--- src/rtl/spiq_irq_pkg.sv ---
package spiq_irq_pkg;
  localparam int REG_W  = 16;
  localparam int N_FLAG = 3;

  // control field positions in register 0
  localparam int B_CERR_EN = 15;
  localparam int B_AERR_EN = 14;
  localparam int B_LOCK    = 12;
  localparam int B_CIE     = 11;
  localparam int B_AIE     = 10;
  localparam int B_FIE     = 8;

  typedef enum int {FL_COLL = 0, FL_ABRT = 1, FL_FIN = 2} flag_e;

  typedef struct packed {
    logic cerr_en;
    logic aerr_en;
    logic lock;
    logic cie;
    logic aie;
    logic fie;
  } ctl_t;

  // bit position of each flag in register 0
  function automatic int flag_pos(int idx);
    case (idx)
      FL_COLL: return 3;
      FL_ABRT: return 2;
      default: return 0;
    endcase
  endfunction
endpackage

--- src/rtl/spiq_flag_cell.sv ---
module spiq_flag_cell (
  input  logic clk_i,
  input  logic rst_ni,
  input  logic set_i,
  input  logic clr_i,
  output logic q_o
);
  always_ff @(posedge clk_i or negedge rst_ni) begin
    if (!rst_ni)    q_o <= 1'b0;
    else if (set_i) q_o <= 1'b1;   // set beats clear
    else if (clr_i) q_o <= 1'b0;
  end
endmodule

--- src/rtl/spiq_fin_detect.sv ---
module spiq_fin_detect #(
  parameter int IDX_W = 4
) (
  input  logic             cmd_done_i,
  input  logic             spe_i,
  input  logic [IDX_W-1:0] cur_idx_i,
  input  logic [IDX_W-1:0] end_ptr_i,
  input  logic             halt_i,
  input  logic             wrap_i,
  output logic             fin_o,
  output logic             hw_clr_o
);
  logic live, at_end;

  assign live     = cmd_done_i & spe_i;
  assign at_end   = (cur_idx_i == end_ptr_i);
  assign fin_o    = live & (at_end | halt_i);
  assign hw_clr_o = live & (halt_i | (at_end & ~wrap_i));
endmodule

--- src/rtl/spiq_spe_ctrl.sv ---
module spiq_spe_ctrl (
  input  logic clk_i,
  input  logic rst_ni,
  input  logic wr_i,
  input  logic wbit_i,
  input  logic xfer_active_i,
  input  logic lock_i,
  input  logic aerr_en_i,
  input  logic hw_clr_i,
  output logic spe_o,
  output logic abort_o,
  output logic acc_err_o
);
  logic clr_req, blocked;

  assign clr_req   = wr_i & ~wbit_i & spe_o & xfer_active_i;
  assign blocked   = clr_req & lock_i;
  assign abort_o   = clr_req & ~lock_i;
  assign acc_err_o = clr_req & aerr_en_i;

  always_ff @(posedge clk_i or negedge rst_ni) begin
    if (!rst_ni)               spe_o <= 1'b0;
    else if (wr_i && !blocked) spe_o <= wbit_i;
    else if (hw_clr_i)         spe_o <= 1'b0;
  end
endmodule

--- src/rtl/spiq_irq_ctrl.sv ---
module spiq_irq_ctrl
  import spiq_irq_pkg::*;
#(
  parameter int IDX_W = 4
) (
  input  logic             clk_i,
  input  logic             rst_ni,
  input  logic             bus_wr_i,
  input  logic             bus_addr_i,
  input  logic [REG_W-1:0] bus_wdata_i,
  output logic [REG_W-1:0] bus_rdata_o,
  output logic             bus_err_o,
  input  logic             collision_i,
  input  logic             xfer_active_i,
  input  logic             cmd_done_i,
  input  logic [IDX_W-1:0] cur_idx_i,
  input  logic [IDX_W-1:0] end_ptr_i,
  input  logic             halt_req_i,
  input  logic             wrap_en_i,
  output logic             spe_o,
  output logic             irq_o
);
  ctl_t              ctl_q;
  logic              wr_ctl, wr_spe;
  logic              fin_evt, hw_clr, abort_evt, spe_err;
  logic [N_FLAG-1:0] flag_set, flag_clr, flag_q, ie_vec;

  assign wr_ctl = bus_wr_i & ~bus_addr_i;
  assign wr_spe = bus_wr_i &  bus_addr_i;

  always_ff @(posedge clk_i or negedge rst_ni) begin
    if (!rst_ni) ctl_q <= '0;
    else if (wr_ctl) begin
      ctl_q.cerr_en <= bus_wdata_i[B_CERR_EN];
      ctl_q.aerr_en <= bus_wdata_i[B_AERR_EN];
      ctl_q.lock    <= bus_wdata_i[B_LOCK];
      ctl_q.cie     <= bus_wdata_i[B_CIE];
      ctl_q.aie     <= bus_wdata_i[B_AIE];
      ctl_q.fie     <= bus_wdata_i[B_FIE];
    end
  end

  spiq_fin_detect #(.IDX_W(IDX_W)) u_fin (
    .cmd_done_i (cmd_done_i),
    .spe_i      (spe_o),
    .cur_idx_i  (cur_idx_i),
    .end_ptr_i  (end_ptr_i),
    .halt_i     (halt_req_i),
    .wrap_i     (wrap_en_i),
    .fin_o      (fin_evt),
    .hw_clr_o   (hw_clr)
  );

  spiq_spe_ctrl u_spe (
    .clk_i         (clk_i),
    .rst_ni        (rst_ni),
    .wr_i          (wr_spe),
    .wbit_i        (bus_wdata_i[0]),
    .xfer_active_i (xfer_active_i),
    .lock_i        (ctl_q.lock),
    .aerr_en_i     (ctl_q.aerr_en),
    .hw_clr_i      (hw_clr),
    .spe_o         (spe_o),
    .abort_o       (abort_evt),
    .acc_err_o     (spe_err)
  );

  assign flag_set[FL_COLL] = collision_i;
  assign flag_set[FL_ABRT] = abort_evt;
  assign flag_set[FL_FIN]  = fin_evt;

  assign ie_vec[FL_COLL] = ctl_q.cie;
  assign ie_vec[FL_ABRT] = ctl_q.aie;
  assign ie_vec[FL_FIN]  = ctl_q.fie;

  for (genvar i = 0; i < N_FLAG; i++) begin : g_flag
    assign flag_clr[i] = wr_ctl & bus_wdata_i[flag_pos(i)];
    spiq_flag_cell u_cell (
      .clk_i  (clk_i),
      .rst_ni (rst_ni),
      .set_i  (flag_set[i]),
      .clr_i  (flag_clr[i]),
      .q_o    (flag_q[i])
    );
  end

  assign irq_o     = |(flag_q & ie_vec);
  assign bus_err_o = (collision_i & ctl_q.cerr_en) | spe_err;

  always_comb begin
    bus_rdata_o = '0;
    if (bus_addr_i) begin
      bus_rdata_o[0] = spe_o;
    end else begin
      bus_rdata_o[B_CERR_EN] = ctl_q.cerr_en;
      bus_rdata_o[B_AERR_EN] = ctl_q.aerr_en;
      bus_rdata_o[B_LOCK]    = ctl_q.lock;
      bus_rdata_o[B_CIE]     = ctl_q.cie;
      bus_rdata_o[B_AIE]     = ctl_q.aie;
      bus_rdata_o[B_FIE]     = ctl_q.fie;
      for (int i = 0; i < N_FLAG; i++) bus_rdata_o[flag_pos(i)] = flag_q[i];
    end
  end
endmodule

--- config.mk ---
export PLATFORM = sky130hd
export DESIGN_NAME = spiq_irq_ctrl
export DESIGN_NICKNAME = d
export VERILOG_FILES = /design/src/rtl/spiq_irq_pkg.sv /design/src/rtl/spiq_flag_cell.sv /design/src/rtl/spiq_fin_detect.sv /design/src/rtl/spiq_spe_ctrl.sv /design/src/rtl/spiq_irq_ctrl.sv
export SDC_FILE = /design/constraint.sdc
export NUM_CORES = 1
export LEC_CHECK = 0
export BUFFER_PORTS_ARGS = -buffer_cell sky130_fd_sc_hd__buf_4
export CORE_AREA = 2 2 47 49
export DETAILED_ROUTE_END_ITERATION = 16
export DIE_AREA = 0 0 49 51
export PLACE_DENSITY = 0.8
export SLEW_MARGIN = 20
export SYNTH_ARGS = -nofsm -noshare
export SYNTH_HDL_FRONTEND = slang
export SYNTH_SLANG_ARGS = --single-unit
--- constraint.sdc ---
create_clock -name clk_i -period 0.9 [get_ports clk_i]
set_input_delay 0.18 -clock clk_i [delete_from_list [all_inputs] [get_ports clk_i]]
set_output_delay 0.18 -clock clk_i [all_outputs]
set_load 0.05 [all_outputs]
; Word level (Yosys, flattened, before mapping)
; Index checks and enable logic that the tools add are counted.
[classes]
div_mod_pow = 0
bitwise_logic = 24
reduce_logical = 10
n_mul = 0
order_cmp = 6
muxes = 22
n_addsub = 0
n_shift = 0
n_eq_ne = 1
[op_table]
columns = op, count
row1 = $ge 32x1->1 const B, 3
row2 = $lt 32x6->1 const B, 3
row3 = $mux 32, 3
row4 = $bwmux 16, 3
row5 = $and 1x1->1, 16
row6 = $mux 15, 1
row7 = $demux 1 s4, 3
row8 = $mux 1, 12
row9 = $reduce_bool 2->1, 4
row10 = $eq 4x4->1, 1
row11 = $logic_and 1x1->1, 4
row12 = $not 1->1, 4
row13 = $and 3x3->3, 1
row14 = $or 1x1->1, 3
row15 = $reduce_or 3->1, 1
row16 = $logic_not 1->1, 1
[word_totals]
mem_bits_rw = 0
latch_bits = 0
romBits = 0
output_inout_bits = 19
mem_count = 0
register_bits = 10

; Depth between registers and ports, before layout
[logic_depth]
word_depth = 9
ltp_mapped = 5

; Cells and area by module
; From an unflattened synthesis, not the netlist that was laid out.
[unflattened]
cells_unflattened = 66
area_unflattened_um2 = 685.7
[modules_own_cells]
columns = module, seq_area_each_um2, n_inst, area_each_um2, cells_per_inst
row1 = spiq_irq_ctrl, 150.1, 1, 434.2, 39
row2 = spiq_flag_cell, 25.0, 3, 36.3, 3
row3 = spiq_fin_detect, 0.0, 1, 75.1, 9
row4 = spiq_spe_ctrl, 25.0, 1, 67.6, 9

; Worst setup path after synthesis
; Ideal clock, no wire load.
[synth_path]
path_kind = register to output
startpoint = register u_spe.spe_o
endpoint = output bus_err_o
path_slack_ps = -604
stages_incl_launch_ff = 4
t_required_ps = 720
arrival_time_ps = 1324
path_cell_list = dfrtp_1 and3b_1 nand4_1 nand2_1
[synth_between]
elab_chain_len = 4
[synth_lines]
columns = item, line_no
row1 = "start, declared", spiq_spe_ctrl.sv:10  ; output logic spe_o,
row2 = "start signal, assigned", spiq_spe_ctrl.sv:23  ; else if (wr_i && !blocked) spe_o <= wbit_i;
row3 = $and 1x1->1 (2 in series), spiq_spe_ctrl.sv:16  ; assign clr_req = wr_i & ~wbit_i & spe_o & xfer_active_i;
row4 = $and 1x1->1, spiq_spe_ctrl.sv:19  ; assign acc_err_o = clr_req & aerr_en_i;
row5 = $or 1x1->1, spiq_irq_ctrl.sv:88  ; assign bus_err_o = (collision_i & ctl_q.cerr_en) | spe_err;
row6 = "end, declared", spiq_irq_ctrl.sv:12  ; output logic bus_err_o,
; No other way between the ends.

; Worst setup path in the final report
[layout_path]
startpoint = register g_flag[0].u_cell.q_o
endpoint = output bus_rdata_o[3]
[layout_between]
elab_chain_len = 4
[layout_lines]
columns = item, line_no
row1 = "start, declared", spiq_flag_cell.sv:6  ; output logic q_o
row2 = "start signal, assigned", spiq_flag_cell.sv:9  ; if (!rst_ni) q_o <= 1'b0;
row3 = "start signal, assigned", spiq_flag_cell.sv:10  ; else if (set_i) q_o <= 1'b1;
row4 = "start signal, assigned", spiq_flag_cell.sv:11  ; else if (clr_i) q_o <= 1'b0;
row5 = $bwmux 16 (3 in series), spiq_irq_ctrl.sv:101  ; for (int i = 0; i < N_FLAG; i++) bus_rdata_o[flag_pos(i)] = flag_q[i];
row6 = $mux 15, spiq_irq_ctrl.sv:92  ; if (bus_addr_i) begin
row7 = "end, declared", spiq_irq_ctrl.sv:11  ; output logic [REG_W-1:0] bus_rdata_o,
; No other way between the ends.

==> impl_metrics.toml <==
[run_status]
status = "finished with violations"
failed_checks = "negative setup slack"

[min_path]
hp-class = "primary input to flip-flop"

[worst_setup_path]
critPathCaptureType = "primary output"
crit_required_ns = 0.72
worstPathArrival_ns = 1.28
start_kind = "flip-flop"
critPathKind = "flip-flop to primary output"
path_max_fanout = 2

[sta]
fin_hold_ws_ns = 0.105
finalCriticalPeriod_ns = 1.46
fmax_mhz = 686
setup_viol = 17
skew_ns = 0.000836
slew_violations = 0
hold_violations = 0
fin_ws_ns = -0.557
fin_crit_sh_pct = 162
rsz0062_at_grt = "true"

[finish]
fillers = 174
utilization_pct = 66.7
area_delta_synth_final_pct = 110
final_layout_size_suffix_gt1_share_pct = 70.5
antenna_cells = 0
final_area_sq_um = 1380
layout.nets = 166

[synthesis]
synth_cell_types = 23
synth_warnings = 0
ys_seq_area_share_pct = 38.2
netlist_area_sq_um = 654
synth-seq-cells = 10
synth_cells = 66
syn_avg_cell_area_sq_um = 9.91

[place]
io_buffers = 37
dp_hpwl_um = 1390
place_area_sq_um = 1070
place_ws_ns = -0.242
gp_congestion = 0.727

[cts]
clock_latency_ns = 0.26
htree_levels = 1
cts_buffers = 3
tritoncts = "yes"
clkSinkCount = 10
cts_buffer_depth = 2
clk_pin_slew_ns = 0.07
root_buffer = "clkbuf_4"

[drt]
vias = 706
dr.pass1.iters = 4
postRouteWirelength_um = 2110
ant_nets = 0
drc = 0
wl_per_cell_um = 13.2
vias_per_cell = 4.41
drt_iter0_drc = 6

[global_routing]
grt_pass1_vias = 740
grt_max_degree = 11
grt_usage_pct = 16.2
grt_pass1_wl_um = 3050
overflow = 0
antenna_found_initial = 0

[floorplanning]
die_h_um = 51
core_sq_um = 2060
die_w_um = 49
dieArea_sq_um = 2500
io_pins = 52
std_cell_rows = 17
start_util_pct = 31.7

[pwr]
leakagePower_nw = 0.687
ir_drop_uv = 914
p_per_area_nw_per_um2 = 1540

[run]
maxCapViolCount = 0
-- final timing paths --
kind	from	to	slack, ns	cells after the start
max	g_flag[0].u_cell.q_o$_DFFE_PN0P_	bus_rdata_o[3]	-0.56	5
max in group asynchronous	rst_ni	u_spe.spe_o$_DFFE_PN0P_	0.46	2
min reg2reg	ctl_q[4]$_DFFE_PN0N_	ctl_q[4]$_DFFE_PN0N_	0.55	1
max reg2reg	u_spe.spe_o$_DFFE_PN0P_	u_spe.spe_o$_DFFE_PN0P_	-0.20	5
min	collision_i	g_flag[0].u_cell.q_o$_DFFE_PN0P_	0.10	2
min in group asynchronous	rst_ni	g_flag[1].u_cell.q_o$_DFFE_PN0P_	0.28	2
-- per-stage QoR --
step | power, mW | setup TNS (ns) | cells
6_report | 2.12 | -5.19 | 160
5_1_grt | 2.21 | -5.87 | 160
4_1_cts | 1.97 | -4.33 | 152
3_5_place_dp | 1.40 | -1.99 | 143
3_3_place_gp | 1.39 | -1.84 | 143
2_1_floorplan | 1.10 | -1.70 | 72
-- state kept, by name, indices dropped and copies added, names as in the netlist --
register and count:
u_spe.spe_o 1, g_flag.u_cell.q_o 3, ctl_q 6
-- per-layer routing --
metal / wire [um] / GRT usage [%] / share of wire, %
met2: 1160 / 31.1 / 55
met4: 28 / 5.71 / 1.3
met5: 0 / 0 / 0
met3: 119 / 3.80 / 5.7
met1: 796 / 17.3 / 38
-- cell usage in the layout (no fill, tap or decap), drive strengths merged --
cell	synthesis	layout
nand3	1	1
a32oi	1	1
nand4	2	2
o21ai	2	2
buf	9	64
conb	1	7
nand2	9	9
clkbuf	0	4
o21bai	1	1
nor2	2	2
xnor2	4	4
a222oi	1	1
a21oi	2	2
dlygate4sd3	0	1
dfrtp	10	10
mux2	6	6
and3b	1	1
nor2b	9	9
a21o	1	1
inv	2	2
a31oi	2	2
-- power breakdown --
group / total (mW) / internal [mW] / leakage (nW) / switching [mW]
registers: 0.570 / 0.514 / 0.118 / 0.0555
clock network: 0.411 / 0.245 / 0.0210 / 0.165
logic: 1.14 / 0.577 / 0.548 / 0.558
total: 2.12 / 1.34 / 0.687 / 0.779
-- cell usage after synthesis (all sizes together) --
| cell | n | area (sq um) |
|---|---|---|
| nand4 | 2 | 12.5 |
| nor2b | 9 | 63.8 |
| dfrtp | 10 | 250 |
| a222oi | 1 | 10.0 |
| a31oi | 2 | 12.5 |
| xnor2 | 4 | 35.0 |
| a21oi | 2 | 10.0 |
| conb | 1 | 3.75 |
| a32oi | 1 | 8.76 |
| inv | 2 | 7.51 |
| nand2 | 9 | 36.3 |
| o21bai | 1 | 7.51 |
| a21o | 1 | 7.51 |
| and3b | 1 | 8.76 |
| o21ai | 2 | 10.0 |
| nand3 | 1 | 5.00 |
| nor2 | 2 | 7.51 |
| mux2 | 6 | 86.3 |
| buf | 9 | 71.3 |
-- worst max-delay path, stage by stage (launching register included) --
cell	delay (ns)
dfrtp_1	0.38
buf_4	0.14
buf_6	0.10
buf_6	0.10
nor2b_2	0.14
buf_6	0.15
-- timing repair --
item                                    4_1_cts  5_1_grt
hold buffers                                  1        0
setup buffers                                 4       11
resized for setup                            28       17
hold endpoints to repair                     10        0
pin swaps                                     2        6
endpoints found under the setup margin       12       17
gates cloned                                  0        0
-- cell families after synthesis --
| family | after synthesis | synth area share [%] |
|---|---|---|
| multiplexers | 6 | 13.2 |
| other | 1 | 0.573 |
| XOR/XNOR | 4 | 5.35 |
| flip-flops | 10 | 38.2 |
| AO/OA/AOI/OAI | 10 | 10.1 |
| buffers and inverters | 11 | 12.0 |
| AND/OR/NAND/NOR | 24 | 20.5 |
-- final cells by class --
cell class / instances / area [sq um] / area share, %
Multi-Input combinational cell: 51 / 442 / 32.1
Tap cell: 28 / 35.0 / 2.55
Sequential cell: 10 / 251 / 18.3
Timing Repair Buffer: 65 / 604 / 43.9
Inverter: 2 / 7.51 / 0.545
Clock buffer: 4 / 36.3 / 2.64
No activity file was read; power rests on OpenSTA's default activity.
